File: config.mk
export PLATFORM = sky130hd
export DESIGN_NAME = mact_engine
export DESIGN_NICKNAME = d
export VERILOG_FILES = /design/src/rtl/mact_pkg.sv /design/src/rtl/mact_store.sv /design/src/rtl/mact_ctrl.sv /design/src/rtl/mact_engine.sv
export SDC_FILE = /design/constraint.sdc
export NUM_CORES = 2
export LEC_CHECK = 0
export ABC_CLOCK_PERIOD_IN_PS = 8700
export BUFFER_PORTS_ARGS = -buffer_cell sky130_fd_sc_hd__clkbuf_2
export CAP_MARGIN = 20
export CORE_ASPECT_RATIO = 0.5
export CORE_UTILIZATION = 40
export DETAILED_ROUTE_END_ITERATION = 10
export HOLD_SLACK_MARGIN = 0.15
export PLACE_DENSITY = 0.65
export SLEW_MARGIN = 20
export SYNTH_ARGS = -nofsm -noshare
export SYNTH_HDL_FRONTEND = slang
export SYNTH_SLANG_ARGS = --single-unit
File: constraint.sdc
create_clock -name clk -period 8.7 [get_ports clk]
set_input_delay 0 -clock clk [delete_from_list [all_inputs] [get_ports clk]]
set_output_delay 0 -clock clk [all_outputs]
set_load 0.02 [all_outputs]
File: src/rtl/mact_pkg.sv
package mact_pkg;

    localparam int DEST_W = 12;

    typedef enum logic [2:0] {
        OP_LEARN   = 3'd0,
        OP_UNLEARN = 3'd1,
        OP_LOOKUP  = 3'd2,
        OP_RD_IDX  = 3'd3,
        OP_WR_IDX  = 3'd4,
        OP_SCAN    = 3'd5,
        OP_FIND    = 3'd6,
        OP_CLEAR   = 3'd7
    } opcode_e;

    typedef enum logic [1:0] {
        ST_IDLE,
        ST_SCAN,
        ST_DONE
    } eng_state_e;

    typedef struct packed {
        logic [15:0] vid;
        logic [47:0] mac;
    } key_t;

    typedef struct packed {
        logic              locked;
        logic              valid;
        logic [1:0]        atype;
        logic [DEST_W-1:0] dest;
    } attr_t;

    function automatic key_t key_from_words(input logic [31:0] hi, input logic [31:0] lo);
        key_t k;
        k.vid = hi[31:16];
        k.mac = {hi[15:0], lo};
        return k;
    endfunction

    function automatic attr_t attr_from_word(input logic [31:0] w);
        attr_t a;
        a.dest   = w[DEST_W-1:0];
        a.atype  = w[13:12];
        a.valid  = w[16];
        a.locked = w[17];
        return a;
    endfunction

    function automatic logic [31:0] attr_to_word(input attr_t a);
        logic [31:0] w;
        w = '0;
        w[DEST_W-1:0] = a.dest;
        w[13:12]      = a.atype;
        w[16]         = a.valid;
        w[17]         = a.locked;
        return w;
    endfunction

    function automatic logic op_scans(input opcode_e op);
        return (op == OP_LEARN) || (op == OP_UNLEARN) ||
               (op == OP_LOOKUP) || (op == OP_FIND);
    endfunction

endpackage

File: src/rtl/mact_store.sv
module mact_store
    import mact_pkg::*;
#(
    parameter int ENTRIES = 16,
    parameter int IDX_W   = 4
) (
    input  logic               clk,
    input  logic               rst,
    input  logic [IDX_W-1:0]   rd_idx,
    output key_t               rd_key,
    output attr_t              rd_attr,
    output logic               rd_valid,
    input  logic               we,
    input  logic [IDX_W-1:0]   widx,
    input  key_t               wkey,
    input  attr_t              wattr,
    input  logic               inval,
    input  logic [IDX_W-1:0]   iidx,
    input  logic               clr,
    output logic [ENTRIES-1:0] valid_vec
);

    key_t               keys  [ENTRIES];
    attr_t              attrs [ENTRIES];
    logic [ENTRIES-1:0] vld;

    always_ff @(posedge clk) begin
        if (rst || clr) begin
            vld <= '0;
        end else begin
            if (we)    vld[widx] <= 1'b1;
            if (inval) vld[iidx] <= 1'b0;
        end
    end

    always_ff @(posedge clk) begin
        if (we) begin
            keys[widx]  <= wkey;
            attrs[widx] <= wattr;
        end
    end

    assign rd_key    = keys[rd_idx];
    assign rd_attr   = attrs[rd_idx];
    assign rd_valid  = vld[rd_idx];
    assign valid_vec = vld;

    // one command can add at most one entry
    assert_grow_one_R3: assert property (@(posedge clk) disable iff (rst)
        we |=> ($countones(vld) <= $countones($past(vld)) + 1));

    assert_clear_empty_R11: assert property (@(posedge clk) disable iff (rst)
        clr |=> (vld == '0));

endmodule

File: src/rtl/mact_ctrl.sv
module mact_ctrl
    import mact_pkg::*;
#(
    parameter int ENTRIES = 16,
    parameter int IDX_W   = 4
) (
    input  logic             clk,
    input  logic             rst,
    input  logic             start,
    input  opcode_e          op_in,
    input  logic             skip_in,
    input  key_t             key_in,
    input  attr_t            attr_in,
    output logic             busy,
    output logic             done,
    output logic [IDX_W-1:0] rd_idx,
    input  key_t             rd_key,
    input  attr_t            rd_attr,
    input  logic             rd_valid,
    output logic             st_we,
    output logic [IDX_W-1:0] st_widx,
    output key_t             st_wkey,
    output attr_t            st_wattr,
    output logic             st_inval,
    output logic [IDX_W-1:0] st_iidx,
    output logic             st_clr,
    output logic             upd_key,
    output key_t             new_key,
    output logic             upd_attr,
    output attr_t            new_attr,
    output logic             full_set,
    output logic             full_clr
);

    localparam logic [IDX_W-1:0] LAST_IDX = IDX_W'(ENTRIES - 1);
    localparam int               CNT_W    = $clog2(ENTRIES + 3);

    eng_state_e       st;
    opcode_e          op_r;
    logic             skip_r;
    logic [IDX_W-1:0] idx;
    logic             hit, free_ok, best_ok;
    logic [IDX_W-1:0] hit_idx, free_idx;
    attr_t            hit_attr, best_attr;
    key_t             best_key;

    logic cand_match, cand_free, cand_better;

    always_comb begin
        cand_match  = rd_valid && (rd_key == key_in);
        cand_free   = !rd_valid;
        cand_better = rd_valid && !(skip_r && rd_attr.locked) &&
                      (rd_key > key_in) && (!best_ok || (rd_key < best_key));
    end

    always_ff @(posedge clk) begin
        if (rst) begin
            st        <= ST_IDLE;
            op_r      <= OP_LEARN;
            skip_r    <= 1'b0;
            idx       <= '0;
            hit       <= 1'b0;
            free_ok   <= 1'b0;
            best_ok   <= 1'b0;
            hit_idx   <= '0;
            free_idx  <= '0;
            hit_attr  <= '0;
            best_attr <= '0;
            best_key  <= '0;
        end else begin
            case (st)
                ST_IDLE: if (start) begin
                    op_r    <= op_in;
                    skip_r  <= skip_in;
                    idx     <= '0;
                    hit     <= 1'b0;
                    free_ok <= 1'b0;
                    best_ok <= 1'b0;
                    st      <= op_scans(op_in) ? ST_SCAN : ST_DONE;
                end
                ST_SCAN: begin
                    if (cand_match && !hit) begin
                        hit      <= 1'b1;
                        hit_idx  <= idx;
                        hit_attr <= rd_attr;
                    end
                    if (cand_free && !free_ok) begin
                        free_ok  <= 1'b1;
                        free_idx <= idx;
                    end
                    if (cand_better) begin
                        best_ok   <= 1'b1;
                        best_key  <= rd_key;
                        best_attr <= rd_attr;
                    end
                    if (idx == LAST_IDX) st <= ST_DONE;
                    else                 idx <= idx + 1'b1;
                end
                default: st <= ST_IDLE;
            endcase
        end
    end

    assign busy    = (st != ST_IDLE);
    assign done    = (st == ST_DONE);
    assign rd_idx  = idx;
    assign st_wkey = key_in;
    assign st_iidx = hit_idx;
    assign new_key = best_key;

    always_comb begin
        st_we           = 1'b0;
        st_widx         = hit_idx;
        st_wattr        = attr_in;
        st_wattr.valid  = 1'b1;
        st_inval        = 1'b0;
        st_clr          = 1'b0;
        upd_key         = 1'b0;
        upd_attr        = 1'b0;
        new_attr        = attr_in;
        new_attr.valid  = 1'b0;
        full_set        = 1'b0;
        full_clr        = 1'b0;
        if (st == ST_DONE) begin
            case (op_r)
                OP_LEARN: begin
                    if (hit) begin
                        st_we = 1'b1;
                    end else if (free_ok) begin
                        st_we   = 1'b1;
                        st_widx = free_idx;
                    end else begin
                        full_set = 1'b1;
                    end
                end
                OP_UNLEARN: st_inval = hit;
                OP_LOOKUP: begin
                    upd_attr = 1'b1;
                    if (hit) begin
                        new_attr       = hit_attr;
                        new_attr.valid = 1'b1;
                    end
                end
                OP_FIND: begin
                    upd_attr = 1'b1;
                    if (best_ok) begin
                        upd_key        = 1'b1;
                        new_attr       = best_attr;
                        new_attr.valid = 1'b1;
                    end
                end
                OP_CLEAR: begin
                    st_clr   = 1'b1;
                    full_clr = 1'b1;
                end
                default: ;
            endcase
        end
    end

    // busy window watcher for the completion bound
    logic [CNT_W-1:0] busy_cnt;
    always_ff @(posedge clk) begin
        if (rst || !busy) busy_cnt <= '0;
        else              busy_cnt <= busy_cnt + 1'b1;
    end

    assert_busy_bound_R2: assert property (@(posedge clk) disable iff (rst)
        busy |-> (busy_cnt <= CNT_W'(ENTRIES)));

    assert_done_release_R2: assert property (@(posedge clk) disable iff (rst)
        done |=> !busy);

endmodule

File: src/rtl/mact_engine.sv
module mact_engine
    import mact_pkg::*;
#(
    parameter int ENTRIES = 16
) (
    input  logic        clk,
    input  logic        rst,
    input  logic        wr_en,
    input  logic [1:0]  wr_addr,
    input  logic [31:0] wr_data,
    input  logic [1:0]  rd_addr,
    output logic [31:0] rd_data
);

    localparam int IDX_W = (ENTRIES > 1) ? $clog2(ENTRIES) : 1;

    localparam logic [1:0] A_KEY_HI = 2'd0;
    localparam logic [1:0] A_KEY_LO = 2'd1;
    localparam logic [1:0] A_ATTR   = 2'd2;
    localparam logic [1:0] A_CMD    = 2'd3;

    logic [31:0] key_hi_q, key_lo_q;
    attr_t       attr_q;
    opcode_e     op_q;
    logic        skip_q, full_q;

    logic             busy, done, start;
    logic [IDX_W-1:0] rd_idx, st_widx, st_iidx;
    key_t             rd_key, st_wkey, new_key, key_cur;
    attr_t            rd_attr, st_wattr, new_attr;
    logic             rd_valid, st_we, st_inval, st_clr;
    logic             upd_key, upd_attr, full_set, full_clr;
    logic [ENTRIES-1:0] valid_vec;

    assign key_cur = key_from_words(key_hi_q, key_lo_q);
    assign start   = !busy && wr_en && (wr_addr == A_CMD) && wr_data[31];

    always_ff @(posedge clk) begin
        if (rst) begin
            key_hi_q <= '0;
            key_lo_q <= '0;
            attr_q   <= '0;
            op_q     <= OP_LEARN;
            skip_q   <= 1'b0;
            full_q   <= 1'b0;
        end else begin
            if (!busy && wr_en) begin
                case (wr_addr)
                    A_KEY_HI: key_hi_q <= wr_data;
                    A_KEY_LO: key_lo_q <= wr_data;
                    A_ATTR:   attr_q   <= attr_from_word(wr_data);
                    default: begin
                        op_q   <= opcode_e'(wr_data[2:0]);
                        skip_q <= wr_data[8];
                    end
                endcase
            end
            if (upd_key) begin
                key_hi_q <= {new_key.vid, new_key.mac[47:32]};
                key_lo_q <= new_key.mac[31:0];
            end
            if (upd_attr) attr_q <= new_attr;
            if (full_set)      full_q <= 1'b1;
            else if (full_clr) full_q <= 1'b0;
        end
    end

    always_comb begin
        case (rd_addr)
            A_KEY_HI: rd_data = key_hi_q;
            A_KEY_LO: rd_data = key_lo_q;
            A_ATTR:   rd_data = attr_to_word(attr_q);
            default: begin
                rd_data      = '0;
                rd_data[31]  = busy;
                rd_data[16]  = full_q;
                rd_data[8]   = skip_q;
                rd_data[2:0] = op_q;
            end
        endcase
    end

    mact_ctrl #(.ENTRIES(ENTRIES), .IDX_W(IDX_W)) u_ctrl (
        .clk      (clk),
        .rst      (rst),
        .start    (start),
        .op_in    (opcode_e'(wr_data[2:0])),
        .skip_in  (wr_data[8]),
        .key_in   (key_cur),
        .attr_in  (attr_q),
        .busy     (busy),
        .done     (done),
        .rd_idx   (rd_idx),
        .rd_key   (rd_key),
        .rd_attr  (rd_attr),
        .rd_valid (rd_valid),
        .st_we    (st_we),
        .st_widx  (st_widx),
        .st_wkey  (st_wkey),
        .st_wattr (st_wattr),
        .st_inval (st_inval),
        .st_iidx  (st_iidx),
        .st_clr   (st_clr),
        .upd_key  (upd_key),
        .new_key  (new_key),
        .upd_attr (upd_attr),
        .new_attr (new_attr),
        .full_set (full_set),
        .full_clr (full_clr)
    );

    mact_store #(.ENTRIES(ENTRIES), .IDX_W(IDX_W)) u_store (
        .clk       (clk),
        .rst       (rst),
        .rd_idx    (rd_idx),
        .rd_key    (rd_key),
        .rd_attr   (rd_attr),
        .rd_valid  (rd_valid),
        .we        (st_we),
        .widx      (st_widx),
        .wkey      (st_wkey),
        .wattr     (st_wattr),
        .inval     (st_inval),
        .iidx      (st_iidx),
        .clr       (st_clr),
        .valid_vec (valid_vec)
    );

    // the full flag may only rise after a cycle with every slot in use
    assert_full_only_when_full_R10: assert property (@(posedge clk) disable iff (rst)
        $rose(full_q) |-> $past(&valid_vec));

    assert_busy_write_ignored_R12: assert property (@(posedge clk) disable iff (rst)
        (busy && !done && wr_en) |=>
            ($stable(key_hi_q) && $stable(key_lo_q) && $stable(attr_q)));

endmodule

==> results_dict.tcl <==
set metrics [dict create \
    maxSlewHeadroom_pct 17.5 \
    clock_latency_ps 770 \
    setup_tns_ps 0 \
    wirelength_um 162000 \
    tightest_slew_ps 1230 \
    ys_ff_latch 1484 \
    maxCapViolCount 0 \
    critPathCaptureType "flop" \
    io_pins 71 \
    period_share_pct 77.6 \
    hpwlAfterDp_um 87500 \
    grt_max_degree 132 \
    coreArea_um2 150000 \
    viasPerCell 6.03 \
    rsz0062_at_grt "false" \
    cts_tree "yes" \
    antenna_found_initial 9 \
    clk_transition_reported_paths_ps 60 \
    gp_congestion 0.843 \
    portBuffers 70 \
    synth_edf_count 1264 \
    required_ps 9360 \
    die-area_um2 153000 \
    yosysUniqueCellTypes 64 \
    yosys-top-cells-count "edfxtp_1 (1264), mux4_2 (404), dfxtp_1 (220)" \
    htree_num_levels 4 \
    crit_path_max_fanout 59 \
    fmax_ghz 0.148 \
    floorplan.initialDensity_pct 40.5 \
    fin_nets 3618 \
    criticalPathCategory "reg -> reg" \
    ant_nets 0 \
    final_max_slew_viol_count 0 \
    power_density_nw_per_um2 205 \
    hold_viol 0 \
    r2r_cells 12 \
    layout_min_cycle_time_ps 6750 \
    cts-root-buf "clkbuf_16" \
    post_cts_buffers 0 \
    dr.pass1.iters 6 \
    drc 0 \
    reg2reg_to "u_ctrl.best_attr[11]$_SDFFE_PP0P_" \
    grt_overflow 0 \
    hold_end "key_hi_q[30]$_SDFFE_PP0P_" \
    setup_viol 0 \
    synth_top_area_share_pct 62.6 \
    ys_async_sr_fraction_pct 0 \
    layout-drive-gt1-share_pct 22.6 \
    synth_ff_type "edfxtp_1" \
    startpoint_type "flop" \
    die_w_um 553 \
    cts_resized 0 \
    synth_area_leaders "edfxtp_1 (63%), mux4_2 (15%), dfxtp_1 (7.3%), ha_1 (2.6%), mux2i_1 (2.1%)" \
    peakVddDrop_uv 134 \
    n_fill_cell 12500 \
    areaGrowthSynthToFinish_pct 12.9 \
    grt_pass1_wl_um 235000 \
    grt_pass1_vias 33500 \
    p_leak_nw 21.3 \
    avgSynthCellArea_um2 18.2 \
    synth-seq-area-share_pct 69.8 \
    num_rows 100 \
    utilization_pct 45.8 \
    yosysMostFrequentCell "edfxtp_1" \
    cts_buffers 139 \
    min_from "wr_data[30]" \
    postSynthNetCount 3497 \
    status "completed" \
    synth_cells 3330 \
    min_delay_path_depth 4 \
    clockBufferDepth 3 \
    worst-endpoint-arrival_ps 7410 \
    ctsHoldBuffers 47 \
    cts.sinks 1484 \
    syn_area_um2 60700 \
    hp-class "in -> reg" \
    die_h_um 277 \
    first_iter_violations 3760 \
    yosys.area.top_type "edfxtp_1" \
    yosys_warnings 0 \
    route.vias.total 33500 \
    wire_per_inst_um 29.2 \
    track_usage_pct 21.0 \
    fin_worst_skew_ps 29.7 \
    ff2ff_setup_slack_ps 1950 \
]
-- power by group --
part           total [mW]  internal (mW)  switching (mW)
clock network        6.01           3.33            2.68
logic               0.308          0.125           0.183
registers            7.76           7.68          0.0734
-- worst max path at each step --
stage | start | to | depth (start not counted)
6_report | flop | u_ctrl.best_attr[11]$_SDFFE_PP0P_ | 12
5_1_grt | flop | u_ctrl.new_key[39]$_SDFFE_PP0P_ | 12
4_1_cts | flop | u_ctrl.best_attr[11]$_SDFFE_PP0P_ | 12
3_5_place_dp | flop | u_ctrl.best_attr[10]$_SDFFE_PP0P_ | 12
3_3_place_gp | flop | u_ctrl.new_key[36]$_SDFFE_PP0P_ | 12
2_1_floorplan | u_ctrl.st[0]$_SDFFE_PP0P_ | u_store.valid_vec[14]$_SDFF_PP0_ | 7
-- cell usage in the layout, fill, tap and decap left out, drive strengths merged, types with 18 or more instances in the layout --
cell,instances
a21oi,133
ha,128
nor2,189
inv,137
a211oi,93
edfxtp,1264
o31ai,80
clkbuf,253
dlygate4sd3,47
o21ai,37
dfxtp,220
nand2,54
clkinv,58
nand3,18
nand4,101
buf,73
mux4,404
mux2i,126
-- layout make-up --
cell class                      count  area [um^2]  share of cell area (%)
Antenna cell                        1         2.50                 0.00365
Sequential cell                  1484        42400                    61.8
Clock inverter                     74          672                   0.981
Clock buffer                      184         3790                    5.53
Multi-Input combinational cell   1506        17100                    25.0
Timing Repair Buffer              189         1580                    2.31
Inverter                          131          492                   0.718
Tap cell                         1989         2490                    3.63
-- critical path: stages, from the launching register on --
cell	delay (ps)
dfxtp_4	970
buf_12	370
mux4_2	530
mux4_2	570
ha_1	340
nand4_1	160
nor4_1	1050
nand3_1	210
nor4_1	650
or2_4	940
buf_4	450
o31ai_1	120
a21oi_1	170
-- stage by stage --
stage                     power [mW]  worst slack, ps  hold slack (ps)  instance area (um^2)  instances
after global routing            14.4             1870              204                 68500       5557
after global placement          8.19             2290              357                 63600       5252
after floorplan                 8.06             2850              144                 60700       3330
after CTS                       14.1             2120              153                 68500       5557
final                           14.1             1950              191                 68500       5558
after detailed placement        8.20             2160              366                 63600       5252
-- logic make-up after synthesis --
| kind of cell | after synthesis | synth area share [%] |
|---|---|---|
| AO/OA/AOI/OAI | 414 | 4.67 |
| XOR/XNOR | 2 | 0.0289 |
| adder cells (fa/ha/maj) | 128 | 2.64 |
| buffers and inverters | 340 | 2.28 |
| flip-flops | 1484 | 69.8 |
| multiplexers | 534 | 17.2 |
| AND/OR/NAND/NOR | 428 | 3.41 |
-- state kept, by name, summed over array words and instances, names as in the netlist, 2 cells and up, named ones only --
signal and count:
u_store.valid_vec 16, u_ctrl.st_iidx 4, u_ctrl.best_attr 15, u_ctrl.op_r 3, u_ctrl.free_idx 4, u_store.attrs 240
attr_q 16, u_ctrl.st 2, u_ctrl.rd_idx 4, key_hi_q 32, op_q 3, u_store.keys 1024
u_ctrl.new_key 64, key_lo_q 32, u_ctrl.hit_attr 15
-- metal layers --
layer / global-route usage, % / share of wire [%] / vias to the layer above
met1: 29.3 / 42 / 17900
li1: - / - / 13800
met5: 0 / 0.022 / -
met4: 6.47 / 2.6 / 6
met2: 34.2 / 48 / 1487
met3: 3.21 / 7.2 / 271
No activity file was read; power rests on OpenSTA's default activity.
